### src/rtl/swreg_pkg.sv
`timescale 1ns/1ps
package swreg_pkg;
  localparam int unsigned WORD_W   = 16;
  localparam int unsigned FLD_W    = 5;
  localparam int unsigned BUSY_BIT = 15;

  localparam logic [3:0] CMD_HDR = 4'b1001;
  localparam logic [1:0] OP_RD   = 2'b10;
  localparam logic [1:0] OP_WR   = 2'b01;

  typedef enum logic [2:0] {
    ST_IDLE     = 3'd0,
    ST_PREPOLL  = 3'd1,
    ST_PUTDATA  = 3'd2,
    ST_PUTCMD   = 3'd3,
    ST_POSTPOLL = 3'd4,
    ST_GETDATA  = 3'd5
  } seq_st_t;
endpackage

### src/rtl/swreg_cmd_pack.sv
`timescale 1ns/1ps
module swreg_cmd_pack
  import swreg_pkg::*;
#(
  parameter int unsigned ADDR_IN_W = 8
) (
  input  logic                 is_write,
  input  logic [ADDR_IN_W-1:0] dev,
  input  logic [ADDR_IN_W-1:0] rsel,
  output logic [WORD_W-1:0]    cmd
);
  logic [FLD_W-1:0] dev_f;
  logic [FLD_W-1:0] reg_f;
  logic [1:0]       op;

  generate
    if (ADDR_IN_W > FLD_W) begin : g_trim
      logic unused_hi;
      assign unused_hi = ^{dev[ADDR_IN_W-1:FLD_W], rsel[ADDR_IN_W-1:FLD_W]};
      assign dev_f = dev[FLD_W-1:0];
      assign reg_f = rsel[FLD_W-1:0];
    end else begin : g_pad
      assign dev_f = FLD_W'(dev);
      assign reg_f = FLD_W'(rsel);
    end
  endgenerate

  assign op  = is_write ? OP_WR : OP_RD;
  assign cmd = {CMD_HDR, op, dev_f, reg_f};
endmodule

### src/rtl/swreg_poll_ctr.sv
`timescale 1ns/1ps
module swreg_poll_ctr #(
  parameter int unsigned LIMIT = 100
) (
  input  logic clk,
  input  logic rst_n,
  input  logic clr,
  input  logic inc,
  output logic last
);
  localparam int unsigned CW = (LIMIT > 1) ? $clog2(LIMIT) : 1;
  localparam logic [CW-1:0] LAST_V = CW'(LIMIT - 1);

  logic [CW-1:0] cnt_q;
  logic [CW-1:0] cnt_d;
  logic          cnt_en;

  always_comb begin
    cnt_en = clr | inc;
    cnt_d  = clr ? '0 : cnt_q + 1'b1;
  end

  always_ff @(posedge clk or negedge rst_n) begin
    if (!rst_n) begin
      cnt_q <= '0;
    end else if (cnt_en) begin
      cnt_q <= cnt_d;
    end
  end

  assign last = (cnt_q == LAST_V);
endmodule

### src/rtl/swreg_seq_fsm.sv
`timescale 1ns/1ps
module swreg_seq_fsm
  import swreg_pkg::*;
#(
  parameter int unsigned MB_OFS_W = 5
) (
  input  logic                clk,
  input  logic                rst_n,
  input  logic                start,
  input  logic                is_write,
  input  logic [WORD_W-1:0]   cmd_word,
  input  logic [WORD_W-1:0]   wr_word,
  output logic                idle,
  output logic                mb_req,
  output logic                mb_we,
  output logic [MB_OFS_W-1:0] mb_ofs,
  output logic [WORD_W-1:0]   mb_wdata,
  input  logic [WORD_W-1:0]   mb_rdata,
  input  logic                mb_done,
  input  logic                mb_err,
  output logic                poll_clr,
  output logic                poll_inc,
  input  logic                poll_last,
  output logic                fin_done,
  output logic                fin_err,
  output logic                fin_tmo,
  output logic [WORD_W-1:0]   fin_rdata
);
  localparam logic [MB_OFS_W-1:0] CMD_OFS  = '0;
  localparam logic [MB_OFS_W-1:0] DATA_OFS = MB_OFS_W'(1);

  seq_st_t st_q, st_d;
  logic    done_d, err_d, tmo_d, rd_cap;
  logic    in_poll, busy_seen;

  assign in_poll   = (st_q == ST_PREPOLL) || (st_q == ST_POSTPOLL);
  assign busy_seen = mb_rdata[BUSY_BIT];
  assign poll_clr  = !in_poll;
  assign poll_inc  = in_poll && mb_done && busy_seen;

  // next state
  always_comb begin
    st_d   = st_q;
    done_d = 1'b0;
    err_d  = 1'b0;
    tmo_d  = 1'b0;
    rd_cap = 1'b0;
    case (st_q)
      ST_IDLE: begin
        if (start) st_d = ST_PREPOLL;
      end
      ST_PREPOLL: begin
        if (mb_err) begin
          st_d = ST_IDLE; err_d = 1'b1;
        end else if (mb_done) begin
          if (busy_seen) begin
            if (poll_last) begin
              st_d = ST_IDLE; err_d = 1'b1; tmo_d = 1'b1;
            end
          end else begin
            st_d = is_write ? ST_PUTDATA : ST_PUTCMD;
          end
        end
      end
      ST_PUTDATA: begin
        if (mb_err) begin
          st_d = ST_IDLE; err_d = 1'b1;
        end else if (mb_done) begin
          st_d = ST_PUTCMD;
        end
      end
      ST_PUTCMD: begin
        if (mb_err) begin
          st_d = ST_IDLE; err_d = 1'b1;
        end else if (mb_done) begin
          st_d = ST_POSTPOLL;
        end
      end
      ST_POSTPOLL: begin
        if (mb_err) begin
          st_d = ST_IDLE; err_d = 1'b1;
        end else if (mb_done) begin
          if (busy_seen) begin
            if (poll_last) begin
              st_d = ST_IDLE; err_d = 1'b1; tmo_d = 1'b1;
            end
          end else if (is_write) begin
            st_d = ST_IDLE; done_d = 1'b1;
          end else begin
            st_d = ST_GETDATA;
          end
        end
      end
      ST_GETDATA: begin
        if (mb_err) begin
          st_d = ST_IDLE; err_d = 1'b1;
        end else if (mb_done) begin
          st_d = ST_IDLE; done_d = 1'b1; rd_cap = 1'b1;
        end
      end
      default: st_d = ST_IDLE;
    endcase
  end

  // registers
  always_ff @(posedge clk or negedge rst_n) begin
    if (!rst_n) begin
      st_q     <= ST_IDLE;
      fin_done <= 1'b0;
      fin_err  <= 1'b0;
      fin_tmo  <= 1'b0;
    end else begin
      st_q     <= st_d;
      fin_done <= done_d;
      fin_err  <= err_d;
      fin_tmo  <= tmo_d;
    end
  end

  always_ff @(posedge clk or negedge rst_n) begin
    if (!rst_n) begin
      fin_rdata <= '0;
    end else if (rd_cap) begin
      fin_rdata <= mb_rdata;
    end
  end

  // bus drive decoded from state
  always_comb begin
    idle     = (st_q == ST_IDLE);
    mb_req   = (st_q != ST_IDLE);
    mb_we    = (st_q == ST_PUTDATA) || (st_q == ST_PUTCMD);
    mb_ofs   = ((st_q == ST_PUTDATA) || (st_q == ST_GETDATA)) ? DATA_OFS : CMD_OFS;
    mb_wdata = (st_q == ST_PUTDATA) ? wr_word : cmd_word;
  end
endmodule

### src/rtl/swreg_engine.sv
`timescale 1ns/1ps
module swreg_engine
  import swreg_pkg::*;
#(
  parameter int unsigned ADDR_IN_W  = 8,
  parameter int unsigned MB_OFS_W   = 5,
  parameter int unsigned POLL_LIMIT = 100
) (
  input  logic                 clk,
  input  logic                 rst_n,
  input  logic                 req_valid,
  output logic                 req_ready,
  input  logic                 req_write,
  input  logic [ADDR_IN_W-1:0] req_dev,
  input  logic [ADDR_IN_W-1:0] req_reg,
  input  logic [WORD_W-1:0]    req_wdata,
  output logic                 rsp_done,
  output logic                 rsp_err,
  output logic                 rsp_tmo,
  output logic [WORD_W-1:0]    rsp_rdata,
  output logic                 mb_req,
  output logic                 mb_we,
  output logic [MB_OFS_W-1:0]  mb_ofs,
  output logic [WORD_W-1:0]    mb_wdata,
  input  logic [WORD_W-1:0]    mb_rdata,
  input  logic                 mb_done,
  input  logic                 mb_err
);
  logic              idle, accept;
  logic [WORD_W-1:0] cmd_new;
  logic [WORD_W-1:0] cmd_q, wdata_q;
  logic              wr_q;
  logic              poll_clr, poll_inc, poll_last;

  assign req_ready = idle;
  assign accept    = req_valid && idle;

  swreg_cmd_pack #(.ADDR_IN_W(ADDR_IN_W)) u_pack (
    .is_write (req_write),
    .dev      (req_dev),
    .rsel     (req_reg),
    .cmd      (cmd_new)
  );

  always_ff @(posedge clk or negedge rst_n) begin
    if (!rst_n) begin
      cmd_q   <= '0;
      wdata_q <= '0;
      wr_q    <= 1'b0;
    end else if (accept) begin
      cmd_q   <= cmd_new;
      wdata_q <= req_wdata;
      wr_q    <= req_write;
    end
  end

  swreg_poll_ctr #(.LIMIT(POLL_LIMIT)) u_poll (
    .clk   (clk),
    .rst_n (rst_n),
    .clr   (poll_clr),
    .inc   (poll_inc),
    .last  (poll_last)
  );

  swreg_seq_fsm #(.MB_OFS_W(MB_OFS_W)) u_seq (
    .clk       (clk),
    .rst_n     (rst_n),
    .start     (accept),
    .is_write  (wr_q),
    .cmd_word  (cmd_q),
    .wr_word   (wdata_q),
    .idle      (idle),
    .mb_req    (mb_req),
    .mb_we     (mb_we),
    .mb_ofs    (mb_ofs),
    .mb_wdata  (mb_wdata),
    .mb_rdata  (mb_rdata),
    .mb_done   (mb_done),
    .mb_err    (mb_err),
    .poll_clr  (poll_clr),
    .poll_inc  (poll_inc),
    .poll_last (poll_last),
    .fin_done  (rsp_done),
    .fin_err   (rsp_err),
    .fin_tmo   (rsp_tmo),
    .fin_rdata (rsp_rdata)
  );
endmodule

### config.mk
export PLATFORM = sky130hd
export DESIGN_NAME = swreg_engine
export DESIGN_NICKNAME = d
export VERILOG_FILES = /design/src/rtl/swreg_pkg.sv /design/src/rtl/swreg_cmd_pack.sv /design/src/rtl/swreg_poll_ctr.sv /design/src/rtl/swreg_seq_fsm.sv /design/src/rtl/swreg_engine.sv
export SDC_FILE = /design/constraint.sdc
export NUM_CORES = 1
export LEC_CHECK = 0
export BUFFER_PORTS_ARGS = -buffer_cell sky130_fd_sc_hd__buf_2
export CORE_MARGIN = 5
export CORE_UTILIZATION = 35
export CTS_CLUSTER_SIZE = 14
export DETAILED_ROUTE_END_ITERATION = 16
export HOLD_SLACK_MARGIN = 0.06
export SETUP_SLACK_MARGIN = 0.3
export SLEW_MARGIN = 20
export SYNTH_ARGS = -nofsm -noshare
export SYNTH_HDL_FRONTEND = slang
export SYNTH_SLANG_ARGS = --single-unit
export TNS_END_PERCENT = 1
### constraint.sdc
create_clock -name clk -period 2.3 [get_ports clk]
set_input_delay 0.46 -clock clk [delete_from_list [all_inputs] [get_ports clk]]
set_output_delay 0.46 -clock clk [all_outputs]
set_load 0.1 [all_outputs]
==> flow_summary.json <==
{
  "grt_pass1_vias": 2080,
  "initial_utilization_pct": 35.5,
  "die_w_um": 97.8,
  "maxSlewViolCount": 0,
  "switching_share_pct": 47.2,
  "slowest_stage": "dfrtp_1",
  "worst_slew_pin_slew_ns": 0.590,
  "clkPwrFrac_pct": 18.7,
  "ys_seq_area_share_pct": 53.8,
  "syn_inst": 216,
  "gr-usage-met2_pct": 19.4,
  "finalHoldWorstSlack_ns": 0.125,
  "synth_top_area_cell": "dfrtp_1",
  "synth.most_common_cell": "dfrtp_1",
  "cts_root_buffer": "clkbuf_8",
  "final_area_sq_mm": 0.00373,
  "gp_congestion": 0.790,
  "worstSkewPairLatency_ns": 0.33,
  "yosysUniqueCellTypes": 45,
  "cts_tree": "yes",
  "max_freq_ghz": 0.470,
  "die_y_um": 97.8,
  "ios": 97,
  "critical_path_required_ns": 1.84,
  "max_cap_viol_count": 0,
  "p_seq_share_pct": 25.9,
  "synth.avg_cell_area_sq_um": 12.5,
  "path_cells": "nand2b_4 -> nor2_4 -> buf_12 -> mux2_2 -> buf_12",
  "port_buffers": 86,
  "cts_num_sinks": 58,
  "grt_usage_pct": 12.9,
  "final_hold_viol_count": 0,
  "nNetsFinal": 361,
  "drt_first_iter_violations": 77,
  "h-tree-depth": 3,
  "dr_total_vias": 1944,
  "coreArea_sq_mm": 0.00761,
  "area_growth_pct": 38.2,
  "cp_slowest_stage_delay_ns": 0.37,
  "leakage_nw": 1.80,
  "grt_max_degree": 35,
  "crit_family": "flip-flops",
  "place_area_sq_mm": 0.00348,
  "power.switching_mw": 2.78,
  "rsz0062_at_grt": "true",
  "dp_hpwl_mm": 4.35,
  "critical_path_class": "flop to output pin",
  "rows": 32,
  "crit_path_max_fanout": 14,
  "met3_usage_pct": 7.21,
  "post-place-cells": 396,
  "finalSetupViolCount": 0,
  "reg2regPathDepth": 5,
  "dr.pass1.iters": 4,
  "internal_power_mw": 3.12,
  "crit_buf_inv": 2,
  "grt-ovfl-total": 0,
  "clockBufferDepth": 2,
  "yosys-top-cells-count": "58 x dfrtp_1, 26 x mux2_1, 26 x mux2_2",
  "synth-async-reset-ratio_pct": 100,
  "ir_drop_mv": 0.695,
  "worst-path-stages": 5,
  "r2r_slack_ns": 0.37,
  "instances_no_fill": 413,
  "p_per_area_mw_per_mm2": 1580,
  "critPathMostFrequentCell": "buf_12",
  "synthesis.area_sq_mm": 0.00270,
  "skew_ns": 0.00686,
  "grt_pass1_wl_mm": 9.93,
  "cp-start-kind": "flop",
  "status": "finished clean",
  "fin_crit_sh_pct": 92.4,
  "synthFlopType": "dfrtp_1",
  "final.min_clock_period_ns": 2.13,
  "slew_headroom_pct": 60.6,
  "power_mw": 5.90,
  "worstReg2RegEnd": "wdata_q[3]",
  "r2r_start": "u_seq.st_q[2]",
  "yosysWarningCount": 0,
  "arrival_ns": 1.67,
  "final_core_util_pct": 49.0,
  "worst_setup_path_end_kind": "output pin",
  "synth_top_area_share_pct": 53.8,
  "antenna_cells": 0,
  "synth.area.top_cells": "dfrtp_1 54%, mux2_1 11%, mux2_2 11%, nor2_1 1.8%, o21ai_0 1.7%",
  "routed_wl_mm": 5.91,
  "post_drt_wl_per_cell_um": 14.3,
  "routed_via_density": 4.71,
  "ys_ff_latch": 58,
  "comb_power_share_pct": 55.4,
  "drtAntennaViolNets": 0,
  "synth_edf_count": 0,
  "worstHoldPathType": "primary input to async pin",
  "numCtsBuffers": 9,
  "drive_gt1_share_pct": 45.7,
  "drc": 0,
  "grtUsageMet1_pct": 16.1,
  "grt-busiest-layer": "met2",
  "cts_hold_buf": 0,
  "dieArea_sq_mm": 0.00957,
  "clk_pin_slew_ns": 0.06,
  "antenna_found_initial": 0
}
## metrics by stage
stage               setup slack, ns  TNS [ns]
finish                        0.174         0
CTS                           0.141         0
detailed placement            0.369         0
floorplan                   -0.0603    -0.121
global placement              0.384         0
global route                 0.0933         0
## area by class of cell
class	count	area, sq um
Fill cell	733	3880
Sequential cell	58	1450
Multi-Input combinational cell	141	1150
Timing Repair Buffer	92	756
Clock buffer	10	128
Tap cell	102	128
Clock inverter	6	105
Inverter	4	15.0
## power groups by stage
stage | logic, mW | registers [mW] | clock network [mW]
floorplan | 1.89 | 2.00 | 0
global placement | 3.26 | 1.52 | 0
detailed placement | 3.29 | 1.54 | 0
CTS | 3.30 | 1.53 | 1.14
global route | 3.40 | 1.57 | 1.19
finish | 3.27 | 1.53 | 1.10
## metal layers
metal  up-vias  share of wire [%]
li1        925                  -
met3         5                8.4
met5         -                  0
met2        74                 45
met1       940                 45
met4         0                1.0
## worst max-delay path by stage
| stage | from | end |
|---|---|---|
| 6_report | u_seq.st_q[2] | mb_wdata[11] |
| 5_1_grt | u_seq.st_q[2] | mb_wdata[4] |
| 4_1_cts | u_seq.st_q[2] | mb_wdata[5] |
| 2_1_floorplan | u_seq.st_q[2] | mb_wdata[13] |
| 3_3_place_gp | u_seq.st_q[2] | wdata_q[7] |
| 3_5_place_dp | u_seq.st_q[2] | wdata_q[8] |
## registers in the layout, summed over array words and instances (netlist names)
signal / cells
u_seq.fin_rdata: 16
u_poll.cnt_q: 7
wdata_q: 16
u_seq.fin_done: 1
cmd_q: 13
u_seq.fin_tmo: 1
u_seq.st_q: 3
u_seq.fin_err: 1
## placed cells by master (no fill, tap or decap), types with 8 or more instances in the layout
cell type	n
buf_2	69
nor2_1	13
buf_12	19
mux2_1	26
clkbuf_8	9
o21ai_0	8
dfrtp_1	58
nand2_1	12
mux2_2	26
## repair_timing
item,in CTS,in global routing
resized for setup,3,0
setup endpoints to repair,18,42
setup buffers,1,0
## logic make-up (layout without fill, tap and decap cells)
group | Yosys count | after routing | share of synthesized area [%]
xor+xnor | 6 | 6 | 1.95
simple gates | 54 | 54 | 10.7
buf+inv | 20 | 112 | 4.96
mux | 54 | 54 | 22.4
fa+ha+maj | 1 | 1 | 0.463
other cells | 1 | 4 | 0.139
compound gates | 22 | 22 | 5.65
flops | 58 | 58 | 53.8
Note: power is estimated with default switching activity, not from simulation.
